==> config.mk <==
export PLATFORM = sky130hd
export DESIGN_NAME = csq_store_seq
export DESIGN_NICKNAME = d
export VERILOG_FILES = /design/src/rtl/csq_pkg.sv /design/src/rtl/csq_rst_sync.sv /design/src/rtl/csq_ctrl.sv /design/src/rtl/csq_addr.sv /design/src/rtl/csq_drive.sv /design/src/rtl/csq_store_seq.sv
export SDC_FILE = /design/constraint.sdc
export NUM_CORES = 1
export LEC_CHECK = 0
export CAP_MARGIN = 25
export CORE_MARGIN = 5
export CORE_UTILIZATION = 39
export CTS_CLUSTER_SIZE = 25
export DETAILED_ROUTE_END_ITERATION = 10
export MAX_ROUTING_LAYER = met4
export PLACE_DENSITY = 0.82
export SETUP_SLACK_MARGIN = 0.02
export SYNTH_ARGS = -nofsm -noshare
export SYNTH_HDL_FRONTEND = slang
export SYNTH_SLANG_ARGS = --single-unit
==> constraint.sdc <==
create_clock -name clk -period 5.4 [get_ports clk]
set_clock_uncertainty 0.15 [all_clocks]
set_input_delay 1.08 -clock clk [delete_from_list [all_inputs] [get_ports clk]]
set_output_delay 1.08 -clock clk [all_outputs]
set_load 0.01 [all_outputs]
==> src/rtl/csq_pkg.sv <==
package csq_pkg;

  typedef enum logic [2:0] {
    ST_IDLE   = 3'd0,
    ST_DECODE = 3'd1,
    ST_WAIT   = 3'd2,
    ST_XFER   = 3'd3,
    ST_HAND   = 3'd4
  } csq_state_e;

  typedef struct packed {
    logic [1:0] size;
    logic       write;
    logic       req_n;
    logic       seq;
    logic       opc_n;
    logic       cpi_n;
  } csq_ctl_t;

  localparam csq_ctl_t CTL_IDLE = '{size: 2'd0, write: 1'b0, req_n: 1'b1,
                                   seq: 1'b0, opc_n: 1'b1, cpi_n: 1'b1};

endpackage

==> src/rtl/csq_rst_sync.sv <==
module csq_rst_sync #(
  parameter int STAGES = 2
) (
  input  logic clk,
  input  logic rst_n,
  output logic rst_sync_n
);
  logic [STAGES-1:0] chain_q;
  logic [STAGES-1:0] chain_d;

  generate
    if (STAGES == 1) begin : g_one
      always_comb chain_d = 1'b1;
    end else begin : g_many
      always_comb chain_d = {chain_q[STAGES-2:0], 1'b1};
    end
  endgenerate

  always_ff @(posedge clk or negedge rst_n) begin
    if (!rst_n) chain_q <= '0;
    else        chain_q <= chain_d;
  end

  assign rst_sync_n = chain_q[STAGES-1];
endmodule

==> src/rtl/csq_ctrl.sv <==
module csq_ctrl
  import csq_pkg::*;
(
  input  logic       clk,
  input  logic       rst_n,
  input  logic       start_i,
  input  logic       cpa_i,
  input  logic       cpb_i,
  output csq_state_e state_o,
  output logic       load_o,
  output logic       step_o,
  output logic       absent_o
);
  csq_state_e st_q, st_d;
  logic       absent_q, absent_d;

  always_comb begin
    st_d     = st_q;
    load_o   = 1'b0;
    step_o   = 1'b0;
    absent_d = 1'b0;
    case (st_q)
      ST_IDLE: begin
        if (start_i) begin
          st_d   = ST_DECODE;
          load_o = 1'b1;
        end
      end
      ST_DECODE, ST_WAIT: begin
        if (cpa_i) begin
          st_d     = ST_IDLE;
          absent_d = 1'b1;
        end else if (cpb_i) begin
          st_d = ST_WAIT;
        end else begin
          st_d = ST_XFER;
        end
      end
      ST_XFER: begin
        step_o = 1'b1;
        if (cpa_i && cpb_i) st_d = ST_HAND;
      end
      ST_HAND: st_d = ST_IDLE;
      default: st_d = ST_IDLE;
    endcase
  end

  always_ff @(posedge clk or negedge rst_n) begin
    if (!rst_n) begin
      st_q     <= ST_IDLE;
      absent_q <= 1'b0;
    end else begin
      st_q     <= st_d;
      absent_q <= absent_d;
    end
  end

  assign state_o  = st_q;
  assign absent_o = absent_q;
endmodule

==> src/rtl/csq_addr.sv <==
module csq_addr #(
  parameter int AW         = 32,
  parameter int WORD_BYTES = 4
) (
  input  logic          clk,
  input  logic          rst_n,
  input  logic          load_i,
  input  logic          step_i,
  input  logic [AW-1:0] pc_i,
  input  logic [AW-1:0] base_i,
  output logic [AW-1:0] fetch_addr_o,
  output logic [AW-1:0] resume_addr_o,
  output logic [AW-1:0] xfer_addr_o
);
  localparam logic [AW-1:0] STEP_OFF   = AW'(WORD_BYTES);
  localparam logic [AW-1:0] FETCH_OFF  = AW'(2 * WORD_BYTES);
  localparam logic [AW-1:0] RESUME_OFF = AW'(3 * WORD_BYTES);

  logic [AW-1:0] pc_q, pc_d;
  logic [AW-1:0] ptr_q, ptr_d;

  always_comb begin
    pc_d  = pc_q;
    ptr_d = ptr_q;
    if (load_i) begin
      pc_d  = pc_i;
      ptr_d = base_i;
    end else if (step_i) begin
      ptr_d = ptr_q + STEP_OFF;
    end
  end

  always_ff @(posedge clk or negedge rst_n) begin
    if (!rst_n) begin
      pc_q  <= '0;
      ptr_q <= '0;
    end else begin
      pc_q  <= pc_d;
      ptr_q <= ptr_d;
    end
  end

  assign fetch_addr_o  = pc_q + FETCH_OFF;
  assign resume_addr_o = pc_q + RESUME_OFF;
  assign xfer_addr_o   = ptr_q;
endmodule

==> src/rtl/csq_drive.sv <==
module csq_drive
  import csq_pkg::*;
#(
  parameter int AW         = 32,
  parameter int DW         = 32,
  parameter int WORD_BYTES = DW / 8
) (
  input  csq_state_e    state_i,
  input  logic          cpa_i,
  input  logic          cpb_i,
  input  logic [DW-1:0] cp_wdata_i,
  input  logic [AW-1:0] fetch_addr_i,
  input  logic [AW-1:0] resume_addr_i,
  input  logic [AW-1:0] xfer_addr_i,
  output logic [AW-1:0] addr_o,
  output logic [DW-1:0] wdata_o,
  output csq_ctl_t      ctl_o
);
  localparam logic [1:0] SIZE_CODE = 2'($clog2(WORD_BYTES));

  always_comb begin
    addr_o  = '0;
    wdata_o = '0;
    ctl_o   = CTL_IDLE;
    case (state_i)
      ST_DECODE: begin
        addr_o      = fetch_addr_i;
        ctl_o.size  = SIZE_CODE;
        ctl_o.req_n = cpa_i | cpb_i;
        ctl_o.opc_n = 1'b0;
        ctl_o.cpi_n = 1'b0;
      end
      ST_WAIT: begin
        addr_o      = fetch_addr_i;
        ctl_o.size  = SIZE_CODE;
        ctl_o.req_n = cpa_i | cpb_i;
        ctl_o.cpi_n = 1'b0;
      end
      ST_XFER: begin
        addr_o      = xfer_addr_i;
        wdata_o     = cp_wdata_i;
        ctl_o.size  = SIZE_CODE;
        ctl_o.write = 1'b1;
        ctl_o.req_n = 1'b0;
        ctl_o.seq   = !(cpa_i && cpb_i);
      end
      ST_HAND: begin
        addr_o      = resume_addr_i;
        ctl_o.size  = SIZE_CODE;
        ctl_o.opc_n = 1'b0;
      end
      default: ;
    endcase
  end
endmodule

==> src/rtl/csq_store_seq.sv <==
module csq_store_seq
  import csq_pkg::*;
#(
  parameter int AW          = 32,
  parameter int DW          = 32,
  parameter int SYNC_STAGES = 2
) (
  input  logic          clk,
  input  logic          rst_n,
  input  logic          start_i,
  input  logic [AW-1:0] pc_i,
  input  logic [AW-1:0] base_i,
  input  logic          cp_absent_i,
  input  logic          cp_busy_i,
  input  logic [DW-1:0] cp_wdata_i,
  output logic [AW-1:0] mem_addr_o,
  output logic [1:0]    mem_size_o,
  output logic          mem_write_o,
  output logic [DW-1:0] mem_wdata_o,
  output logic          mem_req_n_o,
  output logic          mem_seq_o,
  output logic          opc_n_o,
  output logic          cpi_n_o,
  output logic          done_o,
  output logic          absent_o
);
  localparam int WORD_BYTES = DW / 8;

  logic          rst_int_n;
  csq_state_e    state;
  logic          load, step;
  logic [AW-1:0] fetch_addr, resume_addr, xfer_addr;
  csq_ctl_t      ctl;

  csq_rst_sync #(.STAGES(SYNC_STAGES)) u_rst (
    .clk(clk), .rst_n(rst_n), .rst_sync_n(rst_int_n)
  );

  csq_ctrl u_ctrl (
    .clk(clk), .rst_n(rst_int_n), .start_i(start_i),
    .cpa_i(cp_absent_i), .cpb_i(cp_busy_i),
    .state_o(state), .load_o(load), .step_o(step), .absent_o(absent_o)
  );

  csq_addr #(.AW(AW), .WORD_BYTES(WORD_BYTES)) u_addr (
    .clk(clk), .rst_n(rst_int_n), .load_i(load), .step_i(step),
    .pc_i(pc_i), .base_i(base_i),
    .fetch_addr_o(fetch_addr), .resume_addr_o(resume_addr),
    .xfer_addr_o(xfer_addr)
  );

  csq_drive #(.AW(AW), .DW(DW), .WORD_BYTES(WORD_BYTES)) u_drive (
    .state_i(state), .cpa_i(cp_absent_i), .cpb_i(cp_busy_i),
    .cp_wdata_i(cp_wdata_i), .fetch_addr_i(fetch_addr),
    .resume_addr_i(resume_addr), .xfer_addr_i(xfer_addr),
    .addr_o(mem_addr_o), .wdata_o(mem_wdata_o), .ctl_o(ctl)
  );

  assign mem_size_o  = ctl.size;
  assign mem_write_o = ctl.write;
  assign mem_req_n_o = ctl.req_n;
  assign mem_seq_o   = ctl.seq;
  assign opc_n_o     = ctl.opc_n;
  assign cpi_n_o     = ctl.cpi_n;
  assign done_o      = (state == ST_HAND);
endmodule

==> qor.yml <==
status:
  status: "complete, no violations"
critical_path:
  path_cells: "nor2_1 > nand2_1 > buf_4 > clkinv_1 > a2bb2oi_1 > nor2_1 > a211o_1 > clkdlybuf4s50_1"
  startpoint_type: "flop"
  critical_path_class: "reg2out"
  critPathBufInv: 3
  worstPathArrival_ps: 3490
  reg2reg_depth: 6
  slowest_stage: "dfrtp_1"
  worstPathMaxFanout: 23
  cp_common_cell: "nor2_1"
  crit_cells: 8
  required_ps: 4170
  cpLargestDelayFamily: "buffers and inverters"
  critPathMaxStageDelay_ps: 700
  critPathCaptureType: "output pin"
yosys:
  async_flop_share_pct: 100.0
  synthTopCellsByCount: "nand2_1, dfrtp_1, o21ai_0"
  synth.most_common_cell: "nand2_1"
  avgSynthCellArea_um2: 7.605
  yosys_warnings: 0
  synth.top_cells.by_area: "dfrtp_1, nand2_1, and2_1"
  synth.net_count: 785
  ys_seq_area_share_pct: 33.87
  syn-cell-area_um2: 5171
  synth-main-ff-cell: "dfrtp_1"
  synth_top_area_share_pct: 33.87
  ys_ff_latch: 70
  synth_cell_type_count: 61
  synth-edff-count: 0
  synth_area_leader_cell: "dfrtp_1"
  syn_inst: 680
clock_tree:
  cts_post_setup_buffers_inserted: 0
  numCtsBuffers: 9
  cts_tree: "built"
  clkLatencyLatePin_ps: 330
  clk_pin_slew_ps: 60
  cts_hold_buf: 0
  cts_resized: 0
  h-tree-depth: 3
  root_buffer: "clkbuf_16"
  cts_buffer_depth: 2
  clock_sinks: 70
global_route:
  grtUsageMet1_pct: 30.67
  grt_usage_pct: 21.83
  antenna_found_initial: 0
  grt.met2_usage_pct: 32.30
  grt_pass1_wl_um: 27680
  grt_pass1_vias: 5345
  grt_max_degree: 72
  grt_use_met3_pct: 3.795
  grt_overflow: 0
  globalRoute.busiestLayer: "met2"
route:
  routed_wirelength_um: 17040
  wl_per_cell_um: 17.01
  drtPass1Iterations: 6
  drt-initial-drc-count: 716
  ant_nets: 0
  drc_errors: 0
  vias_per_cell: 5.685
  vias: 5696
timing:
  slew_violations: 0
  grt_setup_unrepaired: "no"
  max_slew_margin_pct: 36.70
  period_share_pct: 87.47
  finalSetupTns_ps: 0
  clock.fmax_ghz: 0.2117
  hold_violations: 0
  fin_ws_ps: 676.5
  setup_viol: 0
  fin_crit_ps: 4724
  tightest_slew_ps: 941.6
cells_and_area:
  nets: 926
  antenna_cells: 0
  fillCellCount: 1238
  design_area_um2: 7293
  syn2layout_area_growth_pct: 41.04
  utilization_pct: 55.51
  drive_above_1_share_pct: 4.843
floorplan:
  die_x_um: 125.2
  initial_core_util_pct: 39.36
  rows: 42
  die_h_um: 125.2
  core_area_um2: 13140
  die_area_um2: 15660
  io_pins: 174
power_and_ir_drop:
  peakVddDrop_mv: 0.2173
  p_leak_nw: 2.834
  p_per_area_nw_per_um2: 498.0
hold_path:
  hold_path.class: "reg2reg"
  holdPathStages: 0
placed_design:
  dp_hpwl_um: 12680
  dp_slack_ps: 1113
  portBuffers: 172
  placed_cell_area_um2: 6977
  gp_congestion: 0.9540
run:
  cap_viol_max_count: 0
-- cells by family after synthesis --
group           share of synthesized area, %
flops                                  33.87
mux                                    1.428
compound gates                         20.11
buf+inv                                5.105
other cells                           0.1452
xor+xnor                               5.589
simple gates                           32.78
fa+ha+maj                             0.9679
-- sequential cells by signal (all words and copies together) (netlist names) --
| signal | cells |
|---|---|
| u_ctrl.absent_o | 1 |
| u_addr.xfer_addr_o | 32 |
| u_ctrl.state_o | 3 |
| u_addr.pc_q | 32 |
| u_rst.chain_q | 2 |
-- power breakdown --
group	leakage (nW)	switching, mW	internal, mW
Clock	0.149	0.229	0.385
Combinational	1.82	0.913	0.898
Sequential	0.861	0.441	0.766
-- cells in the final DEF, fill, tap and decap left out, types with 22 or more instances in the layout --
| cell | synthesis | routed |
|---|---|---|
| clkdlybuf4s50_1 | 0 | 172 |
| dfrtp_1 | 70 | 69 |
| nor2_1 | 31 | 31 |
| and2_1 | 35 | 35 |
| o21ai_0 | 43 | 43 |
| nand4_1 | 22 | 22 |
| nand3_1 | 22 | 22 |
| a21oi_1 | 23 | 23 |
| nor3_1 | 24 | 24 |
| nand2_1 | 156 | 156 |
-- metal layers --
metal  vias up  routed length, um
li1       2731                  -
met1      2641               7644
met2       285               7654
met3        39               1357
met4         0                384
met5         -                  0
-- worst reg2reg max path, cell delays in order, from the launching register on --
cell and delay, ps:
dfrtp_1 700, nand3b_1 190, buf_4 260, nor3_1 700, nand2_1 310, or4_1 460
nand3_1 90
-- final timing paths --
| path | startpoint | end | slack (ps) |
|---|---|---|---|
| worst min-delay path | u_rst.chain_q[0] | u_rst.chain_q[1] | 200 |
| worst max-delay path | u_ctrl.state_o[0] | mem_addr_o[17] | 680 |
| min in group asynchronous | u_rst.chain_q[1] | u_ctrl.state_o[1] | 310 |
| worst max register to register | u_ctrl.state_o[0] | u_addr.xfer_addr_o[23] | 2460 |
| max in group asynchronous | rst_n | u_rst.chain_q[1] | 4210 |
| worst min register to register | u_rst.chain_q[0] | u_rst.chain_q[1] | 200 |
-- per-stage QoR --
step	power, mW	hold slack (ps)	std cells
6_report	3.632	202.4	1002
3_5_place_dp	3.003	191.7	985
5_1_grt	3.883	206.5	1002
3_3_place_gp	2.968	186.8	985
2_1_floorplan	2.168	181.2	680
4_1_cts	3.626	204.4	1001
-- layout make-up --
type                            count  area [um2]  share of cell area [%]
Tap cell                          176       220.2                   3.019
Inverter                           14       52.55                  0.7205
Clock inverter                      4       55.05                  0.7548
Timing Repair Buffer              182        1794                   24.60
Clock buffer                       12       256.5                   3.517
Multi-Input combinational cell    544        3162                   43.35
Sequential cell                    70        1753                   24.03
No activity file was read; power rests on OpenSTA's default activity.
